File: config.mk
export PLATFORM = sky130hd
export DESIGN_NAME = lih_top
export DESIGN_NICKNAME = d
export VERILOG_FILES = /design/src/rtl/lih_pkg.sv /design/src/rtl/lih_interp.sv /design/src/rtl/lih_hold.sv /design/src/rtl/lih_top.sv
export SDC_FILE = /design/constraint.sdc
export NUM_CORES = 1
export LEC_CHECK = 0
export BUFFER_PORTS_ARGS = -buffer_cell sky130_fd_sc_hd__buf_4
export CAP_MARGIN = 30
export CORE_UTILIZATION = 45
export CTS_CLUSTER_DIAMETER = 60
export CTS_CLUSTER_SIZE = 24
export DETAILED_ROUTE_END_ITERATION = 8
export HOLD_SLACK_MARGIN = 0.15
export PLACE_DENSITY = 0.63
export SLEW_MARGIN = 20
export SYNTH_ARGS = -nofsm -noshare
export SYNTH_HDL_FRONTEND = slang
export SYNTH_SLANG_ARGS = --single-unit
export TNS_END_PERCENT = 50
File: constraint.sdc
create_clock -name clk -period 3.9 [get_ports clk]
set_input_delay 1.17 -clock clk [delete_from_list [all_inputs] [get_ports clk]]
set_output_delay 1.17 -clock clk [all_outputs]
set_load 0.01 [all_outputs]
File: src/rtl/lih_pkg.sv
package lih_pkg;

  typedef enum logic [1:0] {
    SLOT_EMPTY = 2'd0,
    SLOT_MID   = 2'd1,
    SLOT_CUR   = 2'd2
  } slot_e;

  typedef enum logic {
    RATE_128X = 1'b0,
    RATE_256X = 1'b1
  } rate_e;

endpackage

File: src/rtl/lih_interp.sv
module lih_interp
  import lih_pkg::*;
#(
  parameter int DATA_W = 16
) (
  input  logic                     clk,
  input  logic                     rst_n,
  input  logic                     in_valid,
  output logic                     in_ready,
  input  logic signed [DATA_W-1:0] in_data,
  input  logic                     take,
  output logic                     s16_valid,
  output logic signed [DATA_W-1:0] s16_data,
  output logic signed [DATA_W-1:0] prev_o,
  output logic signed [DATA_W-1:0] mid_o
);

  localparam int SUM_W = DATA_W + 1;

  slot_e                     slot_q;
  logic signed [DATA_W-1:0]  prev_q;
  logic signed [DATA_W-1:0]  mid_q;
  logic signed [DATA_W-1:0]  cur_q;
  logic        [SUM_W-1:0]   sum;
  logic                      accept;

  // sign-extended sum, one bit wider than the samples
  assign sum    = {prev_q[DATA_W-1], prev_q} + {in_data[DATA_W-1], in_data};
  assign in_ready = (slot_q == SLOT_EMPTY);
  assign accept = in_valid && in_ready;

  always_ff @(posedge clk) begin
    if (!rst_n) begin
      slot_q <= SLOT_EMPTY;
      prev_q <= '0;
      mid_q  <= '0;
      cur_q  <= '0;
    end else if (accept) begin
      prev_q <= in_data;
      cur_q  <= in_data;
      mid_q  <= sum[SUM_W-1:1];   // arithmetic shift right by one: floor
      slot_q <= SLOT_MID;
    end else if (take) begin
      slot_q <= (slot_q == SLOT_MID) ? SLOT_CUR : SLOT_EMPTY;
    end
  end

  assign s16_valid = (slot_q != SLOT_EMPTY);
  assign s16_data  = (slot_q == SLOT_MID) ? mid_q : cur_q;
  assign prev_o    = prev_q;
  assign mid_o     = mid_q;

endmodule

File: src/rtl/lih_hold.sv
module lih_hold
  import lih_pkg::*;
#(
  parameter int DATA_W  = 16,
  parameter int HOLD_LO = 8,
  parameter int HOLD_HI = 16
) (
  input  logic                     clk,
  input  logic                     rst_n,
  input  logic                     mod_ce,
  input  logic                     rate_256,
  input  logic                     s16_valid,
  input  logic signed [DATA_W-1:0] s16_data,
  output logic                     take,
  output logic signed [DATA_W-1:0] out_data,
  output logic                     rate_o,
  output logic [$clog2(HOLD_HI)-1:0] cnt_o
);

  localparam int CW = $clog2(HOLD_HI);
  localparam logic [CW-1:0] LAST_LO = CW'(HOLD_LO - 1);
  localparam logic [CW-1:0] LAST_HI = CW'(HOLD_HI - 1);

  rate_e                    rate_q;
  logic [CW-1:0]            cnt_q;
  logic [CW-1:0]            last;
  logic                     at_bnd;
  logic signed [DATA_W-1:0] hold_q;

  assign last   = (rate_q == RATE_256X) ? LAST_HI : LAST_LO;
  assign at_bnd = (cnt_q == last);
  assign take   = mod_ce && at_bnd && s16_valid;

  always_ff @(posedge clk) begin
    if (!rst_n) begin
      rate_q <= RATE_128X;
      cnt_q  <= LAST_LO;
      hold_q <= '0;
    end else if (take) begin
      hold_q <= s16_data;
      cnt_q  <= '0;
      rate_q <= rate_e'(rate_256);
    end else if (mod_ce && !at_bnd) begin
      cnt_q  <= cnt_q + 1'b1;
    end
  end

  assign out_data = hold_q;
  assign rate_o   = rate_q;
  assign cnt_o    = cnt_q;

endmodule

File: src/rtl/lih_top.sv
module lih_top #(
  parameter int DATA_W  = 16,
  parameter int HOLD_LO = 8,
  parameter int HOLD_HI = 16
) (
  input  logic                     clk,
  input  logic                     rst_n,
  input  logic                     in_valid,
  output logic                     in_ready,
  input  logic signed [DATA_W-1:0] in_data,
  input  logic                     rate_256,
  input  logic                     mod_ce,
  output logic signed [DATA_W-1:0] out_data
);

  localparam int CW = $clog2(HOLD_HI);

  logic                     s16_valid;
  logic signed [DATA_W-1:0] s16_data;
  logic                     take;
  logic signed [DATA_W-1:0] prev_w;
  logic signed [DATA_W-1:0] mid_w;
  logic                     rate_w;
  logic [CW-1:0]            cnt_w;

  lih_interp #(.DATA_W(DATA_W)) interp_u (
    .clk       (clk),
    .rst_n     (rst_n),
    .in_valid  (in_valid),
    .in_ready  (in_ready),
    .in_data   (in_data),
    .take      (take),
    .s16_valid (s16_valid),
    .s16_data  (s16_data),
    .prev_o    (prev_w),
    .mid_o     (mid_w)
  );

  lih_hold #(.DATA_W(DATA_W), .HOLD_LO(HOLD_LO), .HOLD_HI(HOLD_HI)) hold_u (
    .clk       (clk),
    .rst_n     (rst_n),
    .mod_ce    (mod_ce),
    .rate_256  (rate_256),
    .s16_valid (s16_valid),
    .s16_data  (s16_data),
    .take      (take),
    .out_data  (out_data),
    .rate_o    (rate_w),
    .cnt_o     (cnt_w)
  );

endmodule

==> impl_metrics.ini, run 1 <==
[run_status]
status = complete, no violations

[floorplanning]
rows = 28
initial_utilization_pct = 47.9
die_h_um = 82.3
die-area_sq_mm = 0.00678
ioPinCount = 38
die_width_um = 82.3
core_region_area_sq_mm = 0.00606

[global_route]
grt_max_degree = 47
grt_pass1_vias = 2193
antenna_found_initial = 0
grt_pass1_wl_um = 10800
track_usage_pct = 21.2
gr-total-overflow = 0

[yosys]
synth_flop_cell = dfxtp_1
ys_seq_area_share_pct = 37.9
syn-num-nets = 392
synth_edf_count = 0
yosysTopAreaCellShare_pct = 37.9
yosys.cell_types.count = 44
ys_ff_latch = 55
syn_inst = 354
netlist_area_sq_mm = 0.00290
async_flop_share_pct = 0
yosysTopAreaCell = dfxtp_1
ys.warnings.count = 0
synth.top_cells.by_area = dfxtp_1, a21oi_1, ha_1
postSynthAreaPerCell_sq_um = 8.20

[sta]
setup_viol = 0
slew_violations = 0
hold_viol = 0
min_period_ps = 3020
fin_tns_setup_ps = 0
skew_ps = 5.82
slew_headroom_pct = 44.5
final.period_utilization_pct = 77.5
whs_ps = 460
worst_pin_slew_ps = 833
rsz0062_at_grt = no
clock.fmax_ghz = 0.331

[job]
drv_cap = 0

[pwr]
swShare_pct = 35.6
p_seq_share_pct = 43.9
p_comb_share_pct = 35.4
leakage_nw = 1.43
clockPowerShare_pct = 20.8
finalPower_w = 0.00164
power.internal_w = 0.00106
p_sw_w = 0.000585
powerDensity_mw_per_mm2 = 492
peakVddDrop_mv = 0.303

[layout]
drive_gt1_share_pct = 14.6
fillers = 608
final_nets = 420
n_antenna_cell = 0
synthToLayoutAreaGrowth_pct = 15.0
postLayoutCellArea_sq_mm = 0.00334
utilization_pct = 55.1

[clock_network]
clock_path_buffers = 2
cts_inserted_buffers = 5
clkTransAtPathRegs_ps = 100
h-tree-depth = 2
cts_hold_buf = 0
root_buffer = clkbuf_8
clk-insertion-delay-late_ps = 310
cts_setup_buffers = 0
cts.sink_count = 55
cts-resized-gates = 0
cts_tree = done

[critical_path]
r2r_cells = 7
crit_type = input pin to flop
crit_arrival_ps = 3230
start_kind = input pin
cp_max_fo = 4
startpoint = in_data[0]
critical_path_required_ps = 4110
r2r_start = interp_u.prev_o[0]
r2r_slack_ps = 1510
crit_path_end_kind = flop

[detailed_routing]
first_iter_violations = 88
postRouteAntennaNets = 0
wl_per_cell_um = 15.0
wl_um = 6880
num_vias = 2544
viasPerCell = 5.55
drc_errors = 0
drt-pass1-iter-count = 4

[worst_hold_path]
hold_start = interp_u.mid_o[6]
hold_path_depth = 2
hold_class = flop to flop

[placed_design]
portBuffers = 37
postPlaceCellArea_sq_mm = 0.00324
gp_congestion = 0.915
dp.final_hpwl_um = 4940
[through the flow]
stage,setup slack [ps],std cells
after floorplan,840,354
after global placement,612,449
after detailed placement,570,450
after CTS,892,458
after global routing,831,458
final,879,458
[final timing paths]
| check | end |
|---|---|
| min | interp_u.mid_o[6] |
| max | interp_u.mid_o[13] |
| min reg2reg | interp_u.mid_o[6] |
| max reg2reg | interp_u.mid_o[13] |
[sequential cells by signal, summed over array words and instances (netlist names)]
name / flops
hold_u.cnt_o: 4
hold_u.out_data: 16
hold_u.rate_o: 1
interp_u.mid_o: 16
interp_u.prev_o: 16
interp_u.slot_q: 2
[layer usage]
| metal | track usage, % | wire length, um | vias to the layer above |
|---|---|---|---|
| met5 | 0 | 0 | - |
| met4 | 7.02 | 74 | 0 |
| met3 | 2.86 | 229 | 8 |
| met2 | 32.2 | 2930 | 44 |
| met1 | 30.5 | 3650 | 1145 |
| li1 | - | - | 1347 |
[worst max-delay path, stage by stage]
cell and delay (ps):
buf_4 120, and2_1 160, fa_1 400, a21o_1 220
a311o_1 430, a41oi_2 220, a2111oi_0 130, or3b_1 380
[power groups by stage]
stage	registers, W	logic, W	clock network (W)
floorplan	0.000737	0.000396	0
global placement	0.000731	0.000570	0
detailed placement	0.000734	0.000579	0
CTS	0.000721	0.000583	0.000348
global route	0.000734	0.000649	0.000375
finish	0.000721	0.000581	0.000341
[cell families (layout without fill, tap and decap cells)]
logic type | Yosys count | in the layout | share of synthesized area, %
adder cells (fa/ha/maj) | 17 | 17 | 7.59
XOR/XNOR | 6 | 6 | 1.81
AO/OA/AOI/OAI | 108 | 108 | 23.6
multiplexers | 18 | 18 | 6.21
AND/OR/NAND/NOR | 122 | 122 | 19.0
flip-flops | 55 | 55 | 37.9
buffers and inverters | 28 | 57 | 3.92
[final cells by class]
| cell class | count | area [sq um] | area share (%) |
|---|---|---|---|
| Clock buffer | 6 | 82.6 | 2.47 |
| Clock inverter | 2 | 16.3 | 0.487 |
| Inverter | 7 | 26.3 | 0.787 |
| Multi-Input combinational cell | 271 | 1690 | 50.8 |
| Sequential cell | 55 | 1100 | 33.0 |
| Tap cell | 75 | 93.8 | 2.81 |
| Timing Repair Buffer | 42 | 323 | 9.67 |
[layout by cell type, fill, tap and decap left out, types with 2 or more instances in the layout]
master and n:
a31oi_1 5, a311o_1 2, inv_1 6, mux2i_1 18
a21o_1 4, and2_1 3, a21oi_1 41, a2111oi_0 2
xor2_1 2, o31ai_1 2, nor2_1 28, or3_1 2
xnor2_1 4, clkbuf_8 6, o21ai_0 17, a211oi_1 21
buf_4 41, dfxtp_1 55, nand3_1 12, o21a_1 2
ha_1 16, and3_1 8, nand2_1 53, nand4_1 6
o211ai_1 4, nor3_1 3
[synthesized netlist by cell type (8+ instances only)]
library cell / instances
dfxtp_1: 55
nand2_1: 53
a21oi_1: 41
nor2_1: 28
a211oi_1: 21
mux2i_1: 18
o21ai_0: 17
ha_1: 16
clkbuf_1: 14
nand3_1: 12
and3_1: 8
(Power assumes the default switching activity.)
==> run 2: changes to the inputs <==
--- a/config.mk
+++ b/config.mk
@@ -12,7 +12,7 @@
 export CTS_CLUSTER_SIZE = 24
 export DETAILED_ROUTE_END_ITERATION = 8
 export HOLD_SLACK_MARGIN = 0.15
-export PLACE_DENSITY = 0.63
+export PLACE_DENSITY = 0.65
 export SLEW_MARGIN = 20
 export SYNTH_ARGS = -nofsm -noshare
 export SYNTH_HDL_FRONTEND = slang
==> constraint.sdc (replaced) <==
create_clock -name clk -period 2.7 [get_ports clk]
set_input_delay 0.81 -clock clk [delete_from_list [all_inputs] [get_ports clk]]
set_output_delay 0.81 -clock clk [all_outputs]
set_load 0.01 [all_outputs]
==> run 2 against run 1 <==
- via count is 6.2% higher
- core utilization rose by 2.6 points
- worst setup slack got worse by 760 ps
- critical endpoint unchanged
==> impl_metrics.ini, run 2 (synthesized netlist as in run 1, its figures left out) <==
[layout]
final_common_cell = buf_4
fillers = 600
mostFrequentLayoutCells = buf_4, dfxtp_1, nand2_1, a21oi_1, nor2_1
seqCellArea_sq_mm = 0.00110
synthToLayoutAreaGrowth_pct = 20.4
utilization_pct = 57.7
n_antenna_cell = 0
fin_cells = 480
drive_gt1_share_pct = 19.3
postLayoutCellArea_sq_mm = 0.00349
final_nets = 442
multi_input_area_sq_mm = 0.00169

[pwr]
power.internal_w = 0.00156
clockPowerShare_pct = 20.5
peakVddDrop_mv = 0.436
powerDensity_mw_per_mm2 = 696
swShare_pct = 35.7
leakage_nw = 1.53
p_comb_share_pct = 36.5
p_sw_w = 0.000868
p_seq_share_pct = 43.0

[sta]
worst_pin_slew_ps = 588
rsz0062_at_grt = no
hold_viol = 0
slew_violations = 0
final.period_utilization_pct = 95.4
clock.fmax_ghz = 0.388
skew_ps = 9.52
slew_headroom_pct = 60.8
whs_ps = 456
setup_viol = 0
min_period_ps = 2580

[critical_path]
crit_path_end_kind = flop
crit_arrival_ps = 2780
crit_path_end = interp_u.mid_o[13]
critical_path_depth = 8
max_stage_delay_ps = 410
r2r_start = interp_u.prev_o[0]
crit_chain = buf_4 > and2_1 > fa_1 > a21o_1 > a311o_1 > a41oi_2 > a2111oi_0 > or3b_1
critical_path_required_ps = 2900
crit_type = input pin to flop
rr_endpoint = interp_u.mid_o[13]
worst-path-buf-inv = 1
crit_slowest_cell = a311o_1
critical-path-top-delay-family = compound AO/OA/AOI/OAI gates
r2r_cells = 7
start_kind = input pin
r2r_slack_ps = 360
startpoint = in_data[0]
cp_max_fo = 3

[detailed_routing]
drc_errors = 0
drt-pass1-iter-count = 4
wl_um = 7130
wl_per_cell_um = 14.8
num_vias = 2701
first_iter_violations = 177
viasPerCell = 5.63
postRouteAntennaNets = 0

[clock_network]
root_buffer = clkbuf_8
cts_setup_buffers = 0
cts.sink_count = 55
clkTransAtPathRegs_ps = 100
cts_hold_buf = 0
clock_path_buffers = 2
h-tree-depth = 2
cts-resized-gates = 0
clk-insertion-delay-late_ps = 320
cts_inserted_buffers = 5
cts_tree = done

[floorplanning]
core_region_area_sq_mm = 0.00606
ioPinCount = 38
die_h_um = 82.3
die-area_sq_mm = 0.00678
die_width_um = 82.3
initial_utilization_pct = 47.9
rows = 28

[global_route]
gr-total-overflow = 0
track_usage_pct = 22.2
grt.busiest_layer = met2
antenna_found_initial = 0
grt_use_met2_pct = 33.3
use_met3_pct = 3.63
grt_pass1_wl_um = 11300
grt_max_degree = 30
use_met1_pct = 32.8
grt_pass1_vias = 2269

[worst_hold_path]
hold_class = flop to flop

[placed_design]
postPlaceCellArea_sq_mm = 0.00340
portBuffers = 37
dp.cells = 472
dp.final_hpwl_um = 5390
gp_congestion = 0.878

[run_status]
status = complete, no violations

[job]
drv_cap = 0
[run 2: changes by cell type in the layout (fill, tap and decap cells not counted)]
cell	change
buf_4	+23
buf_8	-1
[run 2: layout make-up]
| cell class | instances | share of cell area [%] |
|---|---|---|
| inverter | 7 | 0.752 |
| clock buffer | 6 | 2.36 |
| tap | 75 | 2.69 |
| timing repair buffer | 64 | 13.7 |
| sequential | 55 | 31.5 |
| multi-input combinational | 271 | 48.5 |
| clock inverter | 2 | 0.465 |
[run 2: how the worst min path moves through the flow]
stage / end / start / cells after the start
global placement: interp_u.mid_o[4] / interp_u.mid_o[4] / 2
floorplan: interp_u.mid_o[5] / interp_u.mid_o[5] / 2
detailed placement: interp_u.mid_o[6] / interp_u.mid_o[6] / 2
CTS: interp_u.mid_o[6] / interp_u.mid_o[6] / 2
finish: interp_u.mid_o[6] / interp_u.mid_o[6] / 2
global route: interp_u.mid_o[2] / interp_u.mid_o[2] / 2
[run 2: worst register-to-register path, stage by stage (launching register included)]
cell	delay, ps
dfxtp_1	360
and2_1	160
fa_1	390
a21o_1	200
a311o_1	410
a41oi_2	220
a2111oi_0	120
or3b_1	360
[run 2: routing by layer]
| layer | vias to the layer above | part of all wire, % |
|---|---|---|
| met2 | 55 | 44 |
| met1 | 1250 | 51 |
| li1 | 1390 | - |
| met5 | - | 0 |
| met4 | 0 | 0.91 |
| met3 | 6 | 4.3 |
[run 2: per-stage QoR]
| stage | setup TNS, ps | power (W) | setup slack [ps] |
|---|---|---|---|
| 5_1_grt | 0 | 0.00259 | 63.6 |
| 4_1_cts | 0 | 0.00243 | 133 |
| 6_report | 0 | 0.00243 | 123 |
| 3_5_place_dp | -626 | 0.00195 | -198 |
| 2_1_floorplan | 0 | 0.00164 | 0.356 |
| 3_3_place_gp | -380 | 0.00192 | -157 |
[run 2: power by group through the flow]
stage          sequential (W)  clock, W  combinational, W
2_1_floorplan         0.00106         0          0.000572
3_3_place_gp          0.00106         0          0.000867
3_5_place_dp          0.00107         0          0.000884
4_1_cts               0.00105  0.000499          0.000888
5_1_grt               0.00106  0.000540          0.000988
6_report              0.00105  0.000498          0.000888
